[config.mk]
export PLATFORM = sky130hd
export DESIGN_NAME = adcrd_seq
export DESIGN_NICKNAME = d
export VERILOG_FILES = /design/src/rtl/adcrd_pkg.sv /design/src/rtl/adcrd_timer.sv /design/src/rtl/adcrd_asm.sv /design/src/rtl/adcrd_seq.sv
export SDC_FILE = /design/constraint.sdc
export NUM_CORES = 1
export LEC_CHECK = 0
export BUFFER_PORTS_ARGS = -buffer_cell sky130_fd_sc_hd__buf_2
export CORE_ASPECT_RATIO = 0.7
export CORE_UTILIZATION = 45
export DETAILED_ROUTE_END_ITERATION = 10
export GPL_ROUTABILITY_DRIVEN = 0
export GPL_TIMING_DRIVEN = 0
export PLACE_DENSITY = 0.66
export SLEW_MARGIN = 25
export SYNTH_ARGS = -nofsm -noshare
export SYNTH_HDL_FRONTEND = slang
export SYNTH_SLANG_ARGS = --single-unit
[constraint.sdc]
create_clock -name clk -period 3 [get_ports clk]
set_input_delay 0 -clock clk [delete_from_list [all_inputs] [get_ports clk]]
set_output_delay 0 -clock clk [all_outputs]
set_load 0.005 [all_outputs]
[src/rtl/adcrd_pkg.sv]
package adcrd_pkg;
  localparam int unsigned DATA_W = 18;

  typedef enum logic [2:0] {
    ST_IDLE, ST_ARM, ST_CONV, ST_QUIET, ST_WAIT, ST_SETUP, ST_READ, ST_RECOV
  } seq_state_t;

  function automatic int unsigned ns2cyc(input int unsigned ns, input int unsigned clk_ns);
    int unsigned c;
    c = (ns + clk_ns - 1) / clk_ns;
    return (c == 0) ? 1 : c;
  endfunction

  function automatic int unsigned umax(input int unsigned a, input int unsigned b);
    return (a > b) ? a : b;
  endfunction

  // index of the final read for a width code
  function automatic logic [1:0] last_step(input logic [1:0] mode);
    case (mode)
      2'b00:   return 2'd0;
      2'b01:   return 2'd1;
      default: return 2'd2;
    endcase
  endfunction

  // {byte_sel, wide_sel} for a given read of a given width code
  function automatic logic [1:0] fold_sel(input logic [1:0] mode, input logic [1:0] step);
    if (step == 2'd0) return 2'b00;
    if (mode == 2'b01) return 2'b01;
    return (step == 2'd1) ? 2'b10 : 2'b11;
  endfunction
endpackage

[src/rtl/adcrd_timer.sv]
module adcrd_timer #(
  parameter int unsigned W = 8
) (
  input  logic         clk,
  input  logic         rst_n,
  input  logic         load,
  input  logic [W-1:0] load_val,
  output logic         zero
);
  logic [W-1:0] cnt;

  always_ff @(posedge clk) begin
    if (!rst_n)          cnt <= '0;
    else if (load)       cnt <= load_val;
    else if (cnt != '0)  cnt <= cnt - 1'b1;
  end

  assign zero = (cnt == '0);
endmodule

[src/rtl/adcrd_asm.sv]
module adcrd_asm
  import adcrd_pkg::*;
(
  input  logic              clk,
  input  logic              rst_n,
  input  logic              clear,
  input  logic              capture,
  input  logic [1:0]        mode,
  input  logic [1:0]        step,
  input  logic [DATA_W-1:0] lanes,
  output logic [DATA_W-1:0] word
);
  localparam int unsigned HI = DATA_W - 1;
  localparam int unsigned BL = DATA_W - 8;   // low lane of the top byte

  always_ff @(posedge clk) begin
    if (!rst_n || clear) begin
      word <= '0;
    end else if (capture) begin
      case (mode)
        2'b00: word <= lanes;
        2'b01: begin
          if (step == 2'd0) word[HI:2] <= lanes[HI:2];
          else              word[1:0]  <= lanes[3:2];
        end
        default: begin
          case (step)
            2'd0:    word[HI:BL]   <= lanes[HI:BL];
            2'd1:    word[BL-1:2]  <= lanes[HI:BL];
            default: word[1:0]     <= lanes[BL+1:BL];
          endcase
        end
      endcase
    end
  end
endmodule

[src/rtl/adcrd_seq.sv]
module adcrd_seq
  import adcrd_pkg::*;
#(
  parameter int unsigned CLK_NS        = 10,
  parameter int unsigned CONV_LOW_NS   = 40,
  parameter int unsigned QUIET_PRE_NS  = 125,
  parameter int unsigned QUIET_POST_NS = 40,
  parameter int unsigned SEL_SETUP_NS  = 10,
  parameter int unsigned SEL_HOLD_NS   = 10,
  parameter int unsigned SEL_GAP_NS    = 50,
  parameter int unsigned RD_EN_NS      = 30,
  parameter int unsigned RD_HIGH_NS    = 20,
  parameter int unsigned TIMEOUT_CYC   = 200,
  parameter int unsigned DISCARD_N     = 3
) (
  input  logic              clk,
  input  logic              rst_n,
  input  logic              start,
  input  logic [1:0]        cfg_width,
  input  logic              adc_busy,
  input  logic [DATA_W-1:0] adc_lanes,
  output logic              adc_cs_n,
  output logic              adc_convst_n,
  output logic              adc_rd_n,
  output logic              adc_fold_byte,
  output logic              adc_fold_wide,
  output logic              out_valid,
  input  logic              out_ready,
  output logic [DATA_W-1:0] out_data,
  output logic              timeout_err
);
  localparam int unsigned PRE_CYC   = ns2cyc(QUIET_PRE_NS, CLK_NS);
  localparam int unsigned CONV_CYC  = ns2cyc(CONV_LOW_NS, CLK_NS);
  localparam int unsigned POST_CYC  = ns2cyc(QUIET_POST_NS, CLK_NS);
  localparam int unsigned SETUP_CYC = ns2cyc(SEL_SETUP_NS, CLK_NS);
  localparam int unsigned RD_CYC    = ns2cyc(RD_EN_NS, CLK_NS) + 1;
  localparam int unsigned RECOV_CYC = umax(umax(ns2cyc(SEL_HOLD_NS, CLK_NS),
                                                ns2cyc(RD_HIGH_NS, CLK_NS)),
                                           ns2cyc(SEL_GAP_NS, CLK_NS));
  localparam int unsigned MAX_CYC   = umax(umax(umax(PRE_CYC, CONV_CYC), umax(POST_CYC, SETUP_CYC)),
                                           umax(RD_CYC, RECOV_CYC));
  localparam int unsigned TW  = $clog2(MAX_CYC + 1);
  localparam int unsigned TOW = $clog2(TIMEOUT_CYC + 1);
  localparam int unsigned DCW = $clog2(DISCARD_N + 2);

  seq_state_t        st, st_n;
  logic [1:0]        step, step_n, mode_q;
  logic              tmr_load, tmr_zero, to_load, to_zero;
  logic [TW-1:0]     tmr_val;
  logic              cap, clr, fin, to_fire, accept;
  logic [DCW-1:0]    disc_cnt;
  logic [DATA_W-1:0] word;

  assign accept = (st == ST_IDLE) && start && !out_valid;

  adcrd_timer #(.W(TW)) u_phase (
    .clk(clk), .rst_n(rst_n), .load(tmr_load), .load_val(tmr_val), .zero(tmr_zero)
  );

  adcrd_timer #(.W(TOW)) u_watch (
    .clk(clk), .rst_n(rst_n), .load(to_load), .load_val(TOW'(TIMEOUT_CYC - 1)), .zero(to_zero)
  );

  adcrd_asm u_asm (
    .clk(clk), .rst_n(rst_n), .clear(clr), .capture(cap),
    .mode(mode_q), .step(step), .lanes(adc_lanes), .word(word)
  );

  always_comb begin
    st_n     = st;
    step_n   = step;
    tmr_load = 1'b0;
    tmr_val  = '0;
    to_load  = 1'b0;
    cap      = 1'b0;
    clr      = 1'b0;
    fin      = 1'b0;
    to_fire  = 1'b0;
    case (st)
      ST_IDLE: if (accept) begin
        st_n = ST_ARM; tmr_load = 1'b1; tmr_val = TW'(PRE_CYC - 1); clr = 1'b1;
      end
      ST_ARM: if (tmr_zero) begin
        st_n = ST_CONV; tmr_load = 1'b1; tmr_val = TW'(CONV_CYC - 1); to_load = 1'b1;
      end
      ST_CONV: if (tmr_zero) begin
        st_n = ST_QUIET; tmr_load = 1'b1; tmr_val = TW'(POST_CYC - 1);
      end
      ST_QUIET: if (tmr_zero) st_n = ST_WAIT;
      ST_WAIT: begin
        if (!adc_busy) begin
          st_n = ST_SETUP; step_n = 2'd0; tmr_load = 1'b1; tmr_val = TW'(SETUP_CYC - 1);
        end else if (to_zero) begin
          st_n = ST_IDLE; to_fire = 1'b1;
        end
      end
      ST_SETUP: if (tmr_zero) begin
        st_n = ST_READ; tmr_load = 1'b1; tmr_val = TW'(RD_CYC - 1);
      end
      ST_READ: if (tmr_zero) begin
        cap = 1'b1; st_n = ST_RECOV; tmr_load = 1'b1; tmr_val = TW'(RECOV_CYC - 1);
      end
      ST_RECOV: if (tmr_zero) begin
        if (step == last_step(mode_q)) begin
          st_n = ST_IDLE; fin = 1'b1;
        end else begin
          st_n = ST_SETUP; step_n = step + 2'd1;
          tmr_load = 1'b1; tmr_val = TW'(SETUP_CYC - 1);
        end
      end
      default: st_n = ST_IDLE;
    endcase
  end

  always_ff @(posedge clk) begin
    if (!rst_n) begin
      st          <= ST_IDLE;
      step        <= 2'd0;
      mode_q      <= 2'b00;
      out_valid   <= 1'b0;
      out_data    <= '0;
      timeout_err <= 1'b0;
      disc_cnt    <= '0;
    end else begin
      st          <= st_n;
      step        <= step_n;
      timeout_err <= to_fire;
      if (accept) mode_q <= cfg_width;
      if (fin) begin
        if (disc_cnt < DCW'(DISCARD_N)) begin
          disc_cnt <= disc_cnt + 1'b1;
        end else begin
          out_valid <= 1'b1;
          out_data  <= word;
        end
      end else if (out_valid && out_ready) begin
        out_valid <= 1'b0;
      end
    end
  end

  logic [1:0] sel;
  assign sel           = (st inside {ST_SETUP, ST_READ, ST_RECOV}) ? fold_sel(mode_q, step) : 2'b00;
  assign adc_fold_byte = sel[1];
  assign adc_fold_wide = sel[0];
  assign adc_cs_n      = (st == ST_IDLE);
  assign adc_convst_n  = (st != ST_CONV);
  assign adc_rd_n      = (st != ST_READ);
endmodule

# == Yosys cells after proc, flatten, opt, wreduce, memory -nomap -nowiden ==
# Index checks and enable logic that the tools add are counted.
# totals
ff_bits,60
input_bits,25
output_inout_bits,25
elab_cells,136
# op_classes
addsub,4
magnitude_cmp,1
eq_ne,26
mux,57
bitwise,2
n_reduce_logical,33
# op_table
operator,n
18-bit case mux with 2 select lines,1
3-bit 2-to-1 mux,11
8-bit 2-to-1 mux,4
2-bit 2-to-1 mux,13
3-bit case mux with 8 select lines,1
2-bit inequality test (second input constant),11
1-bit 2-to-1 mux,19
16-bit 2-to-1 mux,1
3-bit == test (second input constant),4
4-bit 2-to-1 mux,3
4-bit case mux with 3 select lines,1
3-bit AND reduction,4
2-bit nonzero test,5
8-bit logical NOT,1
2-bit case mux with 2 select lines,2
8-bit AND reduction,1
8-bit nonzero test,1
8-bit by 1-bit subtractor with 8-bit output (second input constant),1
3-bit by 2-bit == test with 1-bit output (second input constant),2
3-bit inequality test (second input constant),2
2-bit AND reduction,3
3-bit nonzero test,2
2-bit by 1-bit == test with 1-bit output (second input constant),2
2-bit logical NOT,2
21 further kinds,26

# == Longest topological paths before layout ==
# Gate-level depths: netlist of the first run.
# logic_depth
word_depth,10
ltp_mapped,9
ltp_nobuf,7

# == Modules after synthesis ==
# A second synthesis of the first run with hierarchy kept.
# unflattened
hier_cells,377
hier_area_um2,3235.6
# modules_own_cells
mod,n_inst,cells_each,area_per_inst_um2,seq_area_each_um2
adcrd_seq,1,190,1566.5,600.6
adcrd_asm,1,113,980.9,360.3
adcrd_timer (u_watch),1,51,457.9,160.2
adcrd_timer (u_phase),1,23,230.2,80.1

# == Worst setup path before layout of the first run ==
# No wires, ideal clock.
# synth_path
path_kind,reg2reg
start,reg u_phase.cnt[0]
end,reg st[2]
setup_time_ps,146
t_arrival_ps,1997
required_time_ps,2854
path_slack_ps,858
path_stages_with_launch,8
n_path_buf,1
period_less_slack_ps,2142
cell_sequence,dfxtp_1 inv_1 ha_1 or3b_1 buf_6 a222oi_1 nor4b_2 o221ai_1
# synth_between
elab_chain_len,3
word_cells_on_any_way,8
classes_between,eq/ne (6); reduce/logical (2)
# synth_lines
element,line,source
from (decl),adcrd_timer.sv:10,logic [W-1:0] cnt;
from (signal assigned),adcrd_timer.sv:14,else if (load) cnt <= load_val;
from (signal assigned),adcrd_timer.sv:15,else if (cnt != '0) cnt <= cnt - 1'b1;
4-bit logical NOT (*),adcrd_timer.sv:18,assign zero = (cnt == '0);
2-bit inequality test (no line),-,
8-bit AND reduction (no line) (*),-,
to (signal assigned),adcrd_seq.sv:125,st <= st_n;
to (decl),adcrd_seq.sv:46,"seq_state_t st, st_n;"
# Mark *: on every way between the ends. The rest lies on a longest branch, timed or not.
# A chain may end at the register's enable or synchronous reset.

# == Worst setup path in the final report of the first run ==
# layout_path
start,reg st[0]
end,reg u_asm.word[0]
# layout_between
elab_chain_len,6
word_cells_on_any_way,9
classes_between,eq/ne (1); mux (3); reduce/logical (5)
# layout_lines
element,line,source
3-bit logical NOT,"adcrd_seq.sv:54, adcrd_seq.sv:79",
1-bit logical AND (2 in a row),adcrd_seq.sv:54,assign accept = (st == ST_IDLE) && start && !out_valid;
1-bit 2-to-1 mux,adcrd_seq.sv:80,ST_IDLE: if (accept) begin
1-bit 2-to-1 mux,adcrd_seq.sv:79,case (st)
1-bit logical OR,adcrd_asm.sv:17,if (!rst_n || clear) begin
to (signal assigned),adcrd_asm.sv:21,2'b00: word <= lanes;
"to (signal, indexed assignment)",adcrd_asm.sv:23,if (step == 2'd0) word[HI:2] <= lanes[HI:2];
to (signal assigned),adcrd_asm.sv:24,else word[1:0] <= lanes[3:2];
to (decl),adcrd_asm.sv:11,output logic [DATA_W-1:0] word
# Several ways; a longest one is shown, not always the timed one.

==> results of run 1 <==
-- Yosys cell counts, drive strengths merged --
cell | number | area share [%]
inv | 12 | 1.6
o221a | 1 | 0.39
nand3b | 2 | 0.52
mux2i | 44 | 15
nand2b | 4 | 0.86
nor3 | 6 | 1.0
a222oi | 1 | 0.35
o2111ai | 1 | 0.30
a21oi | 8 | 1.4
a31o | 1 | 0.30
or3b | 1 | 0.30
a21o | 1 | 0.26
clkbuf | 11 | 1.4
nor4 | 2 | 0.65
nor2 | 30 | 3.9
nand2 | 24 | 3.1
o211ai | 2 | 0.52
nand3 | 8 | 1.6
o21a | 1 | 0.26
xor2 | 3 | 0.91
o211a | 1 | 0.35
nor2b | 25 | 5.4
o31ai | 3 | 0.78
a21boi | 5 | 1.3
nor4b | 2 | 0.82
and2 | 2 | 0.43
a211oi | 7 | 1.8
o221ai | 1 | 0.30
and3 | 2 | 0.43
dfxtp | 60 | 41
nand4b | 1 | 0.30
nor3b | 1 | 0.26
o21ai | 9 | 1.6
ha | 11 | 4.7
or3 | 3 | 0.65
a22oi | 1 | 0.26
a311oi | 2 | 0.60
xnor2 | 4 | 1.2
buf | 5 | 1.3
a31oi | 1 | 0.22
nor4bb | 1 | 0.35
and3b | 1 | 0.30
nand4 | 1 | 0.22
o31a | 1 | 0.30
-- layout make-up --
class / instances / area [sq um]
multi-input combinational: 225 / 1580
fill: 577 / 2660
inverter: 12 / 45.0
tap: 78 / 97.6
timing repair buffer: 61 / 365
buffer: 16 / 77.6
sequential: 60 / 1200
clock buffer: 10 / 138
clock inverter: 5 / 52.6
-- logic make-up after synthesis --
logic type,Yosys count,share of synthesized area [%]
buffers and inverters,28,4.23
AO/OA/AOI/OAI,47,11.2
XOR/XNOR,7,2.11
adder cells (fa/ha/maj),11,4.75
flip-flops,60,41.4
AND/OR/NAND/NOR,116,21.1
multiplexers,44,15.2
-- registers in the layout (all words and copies together), names as in the netlist --
signal / cells
st: 3
u_phase.cnt: 4
mode_q: 2
timeout_err: 1
u_watch.cnt: 8
disc_cnt: 3
out_data: 18
u_asm.word: 18
step: 2
out_valid: 1
-- stage by stage --
step	power, uW	worst slack (ns)
final	2460	0.480
after global routing	2630	0.216
after CTS	2480	0.488
after detailed placement	1750	0.514
after global placement	1730	0.539
after floorplan	1570	0.858
-- where the power goes --
group | switching [uW] | total (uW) | internal (uW)
Combinational | 454 | 814 | 360
Sequential | 69.0 | 939 | 870
Clock | 314 | 711 | 397
-- metal layers --
layer  vias to the layer above  wire (um)
li1                       1231          -
met1                      1124       3380
met2                        58       2830
met3                        15        351
met4                         0        128
met5                         -          0
-- worst max-delay path: cells and delay by family, from the launching register on --
kind	cells	cell delay (ns)
buffers and inverters	4	1.25
AND/OR/NAND/NOR	3	0.51
adder cells (fa/ha/maj)	1	0.28
flip-flops	1	0.34
-- placed cells by master (no fill, tap or decap), types with 2 or more instances in the layout --
cell type	n
xnor2_1	4
buf_2	51
nor2b_1	25
nand2b_1	4
dfxtp_1	60
o21ai_0	8
ha_1	11
mux2i_1	44
nor3_1	6
nand3_1	7
nand2_1	24
a21oi_1	8
o31ai_1	3
a311oi_1	2
clkinv_2	3
dlygate4sd3_1	12
nor2_1	30
buf_4	2
xor2_1	3
and2_1	2
a211oi_1	7
clkbuf_8	10
and3_1	2
clkbuf_1	11
o211ai_1	2
a21boi_0	5
inv_1	12
nand3b_1	2
or3_1	3
-- final timing paths --
| kind | from | to | slack, ns |
|---|---|---|---|
| max | st[0]$_SDFFE_PN0P_ | u_asm.word[0]$_SDFFE_PP0P_ | 0.48 |
| min | adc_lanes[7] | u_asm.word[7]$_SDFFE_PP0P_ | 0.03 |
| max reg2reg | st[0]$_SDFFE_PN0P_ | u_asm.word[0]$_SDFFE_PP0P_ | 0.48 |
| min reg2reg | disc_cnt[2]$_SDFFE_PN0P_ | disc_cnt[2]$_SDFFE_PN0P_ | 0.48 |
==> reports/qor.csv, run 1 <==
stage;metric;value;unit
floorplan;die area;0.00677;sq mm
clocking;clock sinks;60;
grt;GRT met1 Usage;29.3;%
worst_hold_path;min-delay worst type;input port to flop;
worst_hold_path;hold depth;3;
flow_run;maxcap violations;0;
power_and_ir_drop;PD cells;694;mW/mm^2
sta;RSZ-0062 raised after global routing;no;
synthesis;syn avg cell area;9.26;sq um
placement;Placed Instance Area;0.00324;sq mm
final_layout;Util after Layout;57.1;%
sta;relative slew slack;36.4;%
clocking;# Post-CTS Setup Buffers;0;
routing;drt pass-1 iters;4;
synthesis;syn_nets;349;
synthesis;Cells after Synth;313;
synthesis;unique cell type count in the Yosys netlist;50;
synthesis;Synth Cell Area;0.00290;sq mm
grt;global-route wire length before repair;11300;um
final_layout;fin cells;467;
grt;largest net degree at the start of global routing;11;
sta;slew of the pin with the lowest slew margin;0.948;ns
routing;drt via density;5.20;
grt;met2 Resource Use GR;31.8;%
worst_setup_path;Crit. End Element;flop;
final_layout;final instance area;0.00355;sq mm
clocking;clock buffer count from CTS;9;
sta;worst hold slack;0.0328;ns
worst_setup_path;crit-path max FO;10;
clocking;# H-tree levels;3;
grt;global router's overall resource usage;21.5;%
floorplan;die height;69.2;um
floorplan;I/O pin cnt;50;
clocking;TritonCTS clock tree;yes;
clocking;Clock transition at path regs;0.07;ns
sta;min cycle time layout;2.52;ns
worst_setup_path;Slowest cell on crit path;clkbuf_1;
clocking;clk root buf;clkbuf_8;
placement;HPWL after DPL;4860;um
final_layout;Ant. Diodes;0;
final_layout;layout cell share with drive strength beyond 1;19.0;%
worst_setup_path;crit path launch type;flop;
worst_setup_path;critical path class;flop to flop;
clocking;Post-CTS Resized;0;
placement;Inst Count DP;440;
synthesis;Yosys reg bits;60;
grt;most used routing layer;met2;
clocking;Post-CTS Hold Fix Bufs;12;
routing;Routed WL per cell;14.3;um
final_layout;synth-to-layout area growth;22.5;%
outcome;outcome;finished, final reports clean;
power_and_ir_drop;cell leakage power;0.00151;uW
synthesis;synth warn;0;
grt;vias in the first global route;2277;
sta;crit share post-route;84.0;%
floorplan;Core Footprint;0.00622;sq mm
sta;final hold vios;0;
final_layout;nets;421;
routing;Vias;2428;
sta;f_max;397;MHz
worst_setup_path;critical path arrival;2.73;ns
power_and_ir_drop;VDD IR max;0.000284;V
sta;final slew viol count;0;
grt;gr ovfl total;0;
worst_setup_path;worst-path cell chain;inv_1, ha_1, nor4bb_1, clkbuf_1, nand2b_1, clkbuf_1, clkbuf_1, nor2_1;
routing;initial DRC count;75;
grt;initial antenna violation count;0;
floorplan;Starting Density;46.6;%
worst_setup_path;cell mode on critical path;clkbuf_1;
routing;residual DRC count;0;
clocking;largest buffer count on any clock path;2;
floorplan;# rows;24;
clocking;clk_lat worst skew;0.34;ns
floorplan;Die Wd;97.9;um
worst_setup_path;worst r2r path cells;8;
worst_setup_path;max incr delay on CP;0.43;ns
synthesis;Seq/Total Area, Yosys;41.4;%
routing;antenna-violating nets left;0;
routing;Post-Route WL;6690;um
sta;# setup viols final;0;
sta;TNS Setup;0;ns
grt;grt met3 use;5.68;%
sta;Layout Skew;0.00437;ns
placement;Buffers on Ports;49;
worst_setup_path;Data required, critical path;3.21;ns
Power figures use the tool's default switching activity.
==> run 2, diff against run 1 <==
--- a/config.mk
+++ b/config.mk
@@ -11,7 +11,7 @@
 export DETAILED_ROUTE_END_ITERATION = 10
 export GPL_ROUTABILITY_DRIVEN = 0
 export GPL_TIMING_DRIVEN = 0
-export PLACE_DENSITY = 0.66
+export PLACE_DENSITY = 0.69
 export SLEW_MARGIN = 25
 export SYNTH_ARGS = -nofsm -noshare
 export SYNTH_HDL_FRONTEND = slang
==> constraint.sdc (replaced) <==
create_clock -name clk -period 2.1 [get_ports clk]
set_input_delay 0 -clock clk [delete_from_list [all_inputs] [get_ports clk]]
set_output_delay 0 -clock clk [all_outputs]
set_load 0.005 [all_outputs]
==> reports/qor.csv, run 2 (synthesis results as in run 1) <==
stage;metric;value;unit
grt;gr ovfl total;0;
grt;initial antenna violation count;0;
clocking;clock buffer count from CTS;9;
power_and_ir_drop;VDD IR max;0.000565;V
grt;global router's overall resource usage;20.8;%
outcome;outcome;finished with violations;
floorplan;die height;69.2;um
power_and_ir_drop;Sw Pwr;1280;uW
worst_setup_path;crit path launch type;flop;
routing;Vias;2480;
final_layout;final instance area;0.00374;sq mm
routing;drt pass-1 iters;4;
sta;final slew viol count;0;
sta;slew of the pin with the lowest slew margin;0.687;ns
final_layout;Filler Cell Count;553;
routing;drt via density;5.22;
sta;Layout Skew;0.00669;ns
sta;RSZ-0062 raised after global routing;yes;
grt;global-route wire length before repair;11000;um
power_and_ir_drop;Switching Share;33.3;%
flow_run;maxcap violations;0;
worst_setup_path;critical path arrival;2.30;ns
worst_setup_path;critical path class;flop to flop;
power_and_ir_drop;cell leakage power;0.00157;uW
sta;relative slew slack;54.1;%
sta;final hold vios;0;
final_layout;layout cell share with drive strength beyond 1;25.7;%
final_layout;Reg area;0.00121;sq mm
final_layout;Ant. Diodes;0;
placement;HPWL after DPL;4760;um
final_layout;fin cells;475;
floorplan;I/O pin cnt;50;
clocking;clock sinks;60;
clocking;largest buffer count on any clock path;2;
final_layout;synth-to-layout area growth;29.2;%
final_layout;most frequent cells in the layout;dfxtp_1, buf_2, mux2i_1, nor2_1, nor2b_1;
floorplan;Die Wd;97.9;um
routing;initial DRC count;154;
power_and_ir_drop;PD cells;1020;mW/mm^2
power_and_ir_drop;Pint;2560;uW
final_layout;commonest non-fill, non-tap cell in the layout;dfxtp_1;
sta;f_max;474;MHz
floorplan;# rows;24;
final_layout;Util after Layout;60.2;%
placement;Inst Count DP;440;
floorplan;Core Footprint;0.00622;sq mm
clocking;# H-tree levels;3;
power_and_ir_drop;Clk network pwr share;29.2;%
clocking;TritonCTS clock tree;yes;
routing;residual DRC count;0;
worst_setup_path;Crit. End Element;flop;
floorplan;die area;0.00677;sq mm
routing;antenna-violating nets left;0;
clocking;clk_lat worst skew;0.33;ns
final_layout;Regs by FF count;out_data: 18 flops, u_asm.word: 18 flops, u_watch.cnt: 8 flops;
worst_setup_path;Data required, critical path;2.29;ns
clocking;clk root buf;clkbuf_8;
worst_hold_path;min-delay worst type;input port to flop;
placement;Buffers on Ports;49;
sta;min cycle time layout;2.11;ns
routing;Post-Route WL;6890;um
final_layout;nets;428;
sta;Final WS setup;-0.0110;ns
clocking;Clock transition at path regs;0.07;ns
sta;crit share post-route;101;%
placement;Post-Place Setup Slack;-0.408;ns
floorplan;Starting Density;46.6;%
grt;largest net degree at the start of global routing;12;
power_and_ir_drop;sequential power share;35.4;%
power_and_ir_drop;Gate power share;35.4;%
sta;# setup viols final;1;
placement;Placed Instance Area;0.00325;sq mm
worst_setup_path;crit-path max FO;4;
final_layout;Multi-input gate area;0.00166;sq mm
grt;vias in the first global route;2217;
routing;Routed WL per cell;14.5;um
sta;worst hold slack;0.0164;ns
outcome;failing checks;setup timing;
[run 2: cell count changes in the layout (fill, tap and decap cells not counted), moves of 2 or more]
cell      previous run  this run
o31ai_1              3         1
buf_4                2         9
dfxtp_4              0         2
ha_1                11         7
buf_6                1         3
ha_4                 0         4
inv_2                0         3
inv_1               12         8
o31ai_2              0         2
clkbuf_1            11         8
dfxtp_1             60        58
[run 2: final cells by class]
cell class	instances	share of cell area, %
tap	78	2.61
timing repair buffer	69	11.5
multi-input combinational	225	44.3
clock buffer	9	3.31
buffer	15	2.27
sequential	60	32.3
clock inverter	7	2.44
inverter	12	1.30
[run 2: final timing paths]
check | start | end | slack (ns) | cells past startpoint
worst max register to register | st[0]$_SDFFE_PN0P_ | st[2]$_SDFFE_PN0P_ | -0.01 | 6
worst min-delay path | out_ready | out_valid$_SDFFE_PN0P_ | 0.02 | 4
worst max-delay path | st[0]$_SDFFE_PN0P_ | st[2]$_SDFFE_PN0P_ | -0.01 | 6
worst min register to register | disc_cnt[2]$_SDFFE_PN0P_ | disc_cnt[2]$_SDFFE_PN0P_ | 0.47 | 1
[run 2: power by group through the flow]
| stage | Clock [uW] | Sequential, uW | Combinational, uW |
|---|---|---|---|
| final | 1120 | 1360 | 1360 |
| after global routing | 1190 | 1370 | 1510 |
| after CTS | 1150 | 1340 | 1210 |
| after detailed placement | 0 | 1360 | 1140 |
| after global placement | 0 | 1360 | 1120 |
| after floorplan | 0 | 1340 | 901 |
[run 2: worst max-delay path: stages (launching register included)]
cell	delay, ns
dfxtp_4	0.37
buf_4	0.14
ha_4	0.17
or3_4	0.39
a222oi_1	0.43
nor4b_2	0.30
o221ai_1	0.16
[run 2: layer usage]
layer / up-vias / global-route usage (%) / wire (um)
met5: - / 0 / 0
met4: 0 / 5.56 / 46
met3: 7 / 5.78 / 296
met2: 49 / 31.9 / 3130
met1: 1166 / 28.6 / 3410
li1: 1258 / - / -
[run 2: timing repair]
| action | CTS | global route |
|---|---|---|
| pin swaps | 2 | 3 |
| endpoints found under the setup margin | 34 | 41 |
| gates cloned | 0 | 0 |
| setup buffers | 3 | 5 |
| gates resized for setup | 7 | 22 |
| hold buffers | 12 | 0 |
| hold endpoints to repair | 12 | 0 |
[run 2: stage by stage]
step	TNS (ns)	total power, uW
after floorplan	0	2240
after global placement	-6.06	2490
after detailed placement	-6.15	2500
after CTS	0	3700
after global routing	-0.403	4070
final	-0.0110	3830
==> run 3, diff against run 2 <==
--- a/config.mk
+++ b/config.mk
@@ -7,6 +7,7 @@
 export LEC_CHECK = 0
 export BUFFER_PORTS_ARGS = -buffer_cell sky130_fd_sc_hd__buf_2
 export CORE_ASPECT_RATIO = 0.7
+export CORE_MARGIN = 2
 export CORE_UTILIZATION = 45
 export DETAILED_ROUTE_END_ITERATION = 10
 export GPL_ROUTABILITY_DRIVEN = 0
==> reports/qor.csv, run 3 (synthesis results as in run 1) <==
stage;metric;value;unit
outcome;outcome;finished, final reports clean;
worst_setup_path;Crit. End Element;flop;
floorplan;# rows;24;
floorplan;die area;0.00711;sq mm
placement;Buffers on Ports;49;
sta;min cycle time layout;2.05;ns
floorplan;Core Footprint;0.00622;sq mm
sta;crit share post-route;97.7;%
clocking;TritonCTS clock tree;yes;
grt;global router's overall resource usage;20.3;%
final_layout;most frequent cells in the layout;dfxtp_1, buf_2, mux2i_1, nor2_1, nor2b_1;
final_layout;Util after Layout;60.8;%
power_and_ir_drop;VDD IR max;0.000826;V
clocking;largest buffer count on any clock path;2;
routing;residual DRC count;0;
worst_setup_path;crit-path max FO;5;
floorplan;Starting Density;46.6;%
sta;relative slew slack;61.6;%
clocking;clk_lat worst skew;0.34;ns
worst_hold_path;min-delay worst type;input port to flop;
grt;gr ovfl total;0;
placement;Inst Count DP;440;
grt;vias in the first global route;2285;
sta;TNS Setup;0;ns
routing;Routed WL per cell;15.0;um
flow_run;maxcap violations;0;
worst_setup_path;crit path launch type;flop;
worst_setup_path;Data required, critical path;2.34;ns
routing;antenna-violating nets left;0;
floorplan;die height;71.2;um
floorplan;I/O pin cnt;50;
grt;global-route wire length before repair;11100;um
clocking;clk root buf;clkbuf_8;
clocking;clock sinks;60;
final_layout;Ant. Diodes;0;
sta;Layout Skew;0.00626;ns
sta;slew of the pin with the lowest slew margin;0.575;ns
final_layout;layout cell share with drive strength beyond 1;27.4;%
power_and_ir_drop;cell leakage power;0.00159;uW
routing;initial DRC count;132;
worst_setup_path;worst reg-to-reg setup slack;0.05;ns
final_layout;Regs by FF count;out_data: 18 flops, u_asm.word: 18 flops, u_watch.cnt: 8 flops;
power_and_ir_drop;total power;3950;uW
sta;# setup viols final;0;
routing;Post-Route WL;7190;um
floorplan;Die Wd;99.9;um
clocking;Clock transition at path regs;0.07;ns
final_layout;synth-to-layout area growth;30.4;%
sta;RSZ-0062 raised after global routing;yes;
grt;initial antenna violation count;0;
sta;final slew viol count;0;
routing;drt via density;5.20;
grt;largest net degree at the start of global routing;11;
clocking;clock buffer count from CTS;9;
routing;drt pass-1 iters;5;
clocking;# H-tree levels;3;
final_layout;fin cells;480;
power_and_ir_drop;PD cells;1040;mW/mm^2
routing;Vias;2496;
placement;HPWL after DPL;4800;um
sta;f_max;488;MHz
worst_setup_path;critical path class;flop to flop;
sta;final hold vios;0;
final_layout;commonest non-fill, non-tap cell in the layout;dfxtp_1;
worst_setup_path;critical path arrival;2.29;ns
final_layout;nets;433;
run 3: power breakdown:
| group | leakage (uW) | switching, uW | internal (uW) |
|---|---|---|---|
| Clock | 0.000102 | 449 | 609 |
| Sequential | 0.000488 | 118 | 1250 |
| Combinational | 0.00100 | 762 | 759 |
run 3: path summary, 6_finish.rpt:
| kind | startpoint | endpoint | cells past startpoint |
|---|---|---|---|
| worst max-delay path | u_phase.cnt[0]$_SDFFE_PN0P_ | st[0]$_SDFFE_PN0P_ | 9 |
| worst min-delay path | adc_lanes[5] | u_asm.word[5]$_SDFFE_PP0P_ | 3 |
| worst max register to register | u_phase.cnt[0]$_SDFFE_PN0P_ | st[0]$_SDFFE_PN0P_ | 9 |
| worst min register to register | disc_cnt[2]$_SDFFE_PN0P_ | disc_cnt[2]$_SDFFE_PN0P_ | 1 |
run 3: metal layers:
metal,up-vias,global-route usage [%],part of all wire (%)
met5,-,0,0
met4,0,5.94,1.3
met3,11,6.13,5.2
met2,60,30.1,44
met1,1163,28.6,49
li1,1262,-,-
run 3: area by class of cell:
type | count | area (sq um)
plain buffers | 15 | 82.6
inverters | 12 | 45.0
well taps | 78 | 97.6
repair buffers | 74 | 464
clock buffers | 12 | 155
clock inverters | 4 | 47.5
multi-input cells | 225 | 1680
fillers | 546 | 2430
flip-flops and latches | 60 | 1210
run 3: stage by stage:
stage / worst slack, ns / cell area (sq um) / hold WS, ns
after global placement: -0.412 / 3250 / 0.255
after CTS: 0.000778 / 3650 / 0.00408
after global routing: -0.0391 / 3780 / 0.0331
final: 0.0487 / 3780 / 0.0225
after detailed placement: -0.402 / 3250 / 0.266
after floorplan: 0.000915 / 2910 / 0.144
run 3: timing repair:
item	in CTS	in global routing
hold endpoints to repair	12	0
setup endpoints to repair	34	43
hold buffers	12	0
resized for setup	9	22
setup buffers	8	4
pin swaps	1	2
gates cloned	0	1
run 3: critical path: stages, from the launching register on:
cell	delay, ns
dfxtp_2	0.33
inv_2	0.08
ha_4	0.15
or3b_4	0.38
buf_6	0.14
a222oi_1	0.33
buf_4	0.19
buf_4	0.11
o211ai_1	0.09
o211a_1	0.15
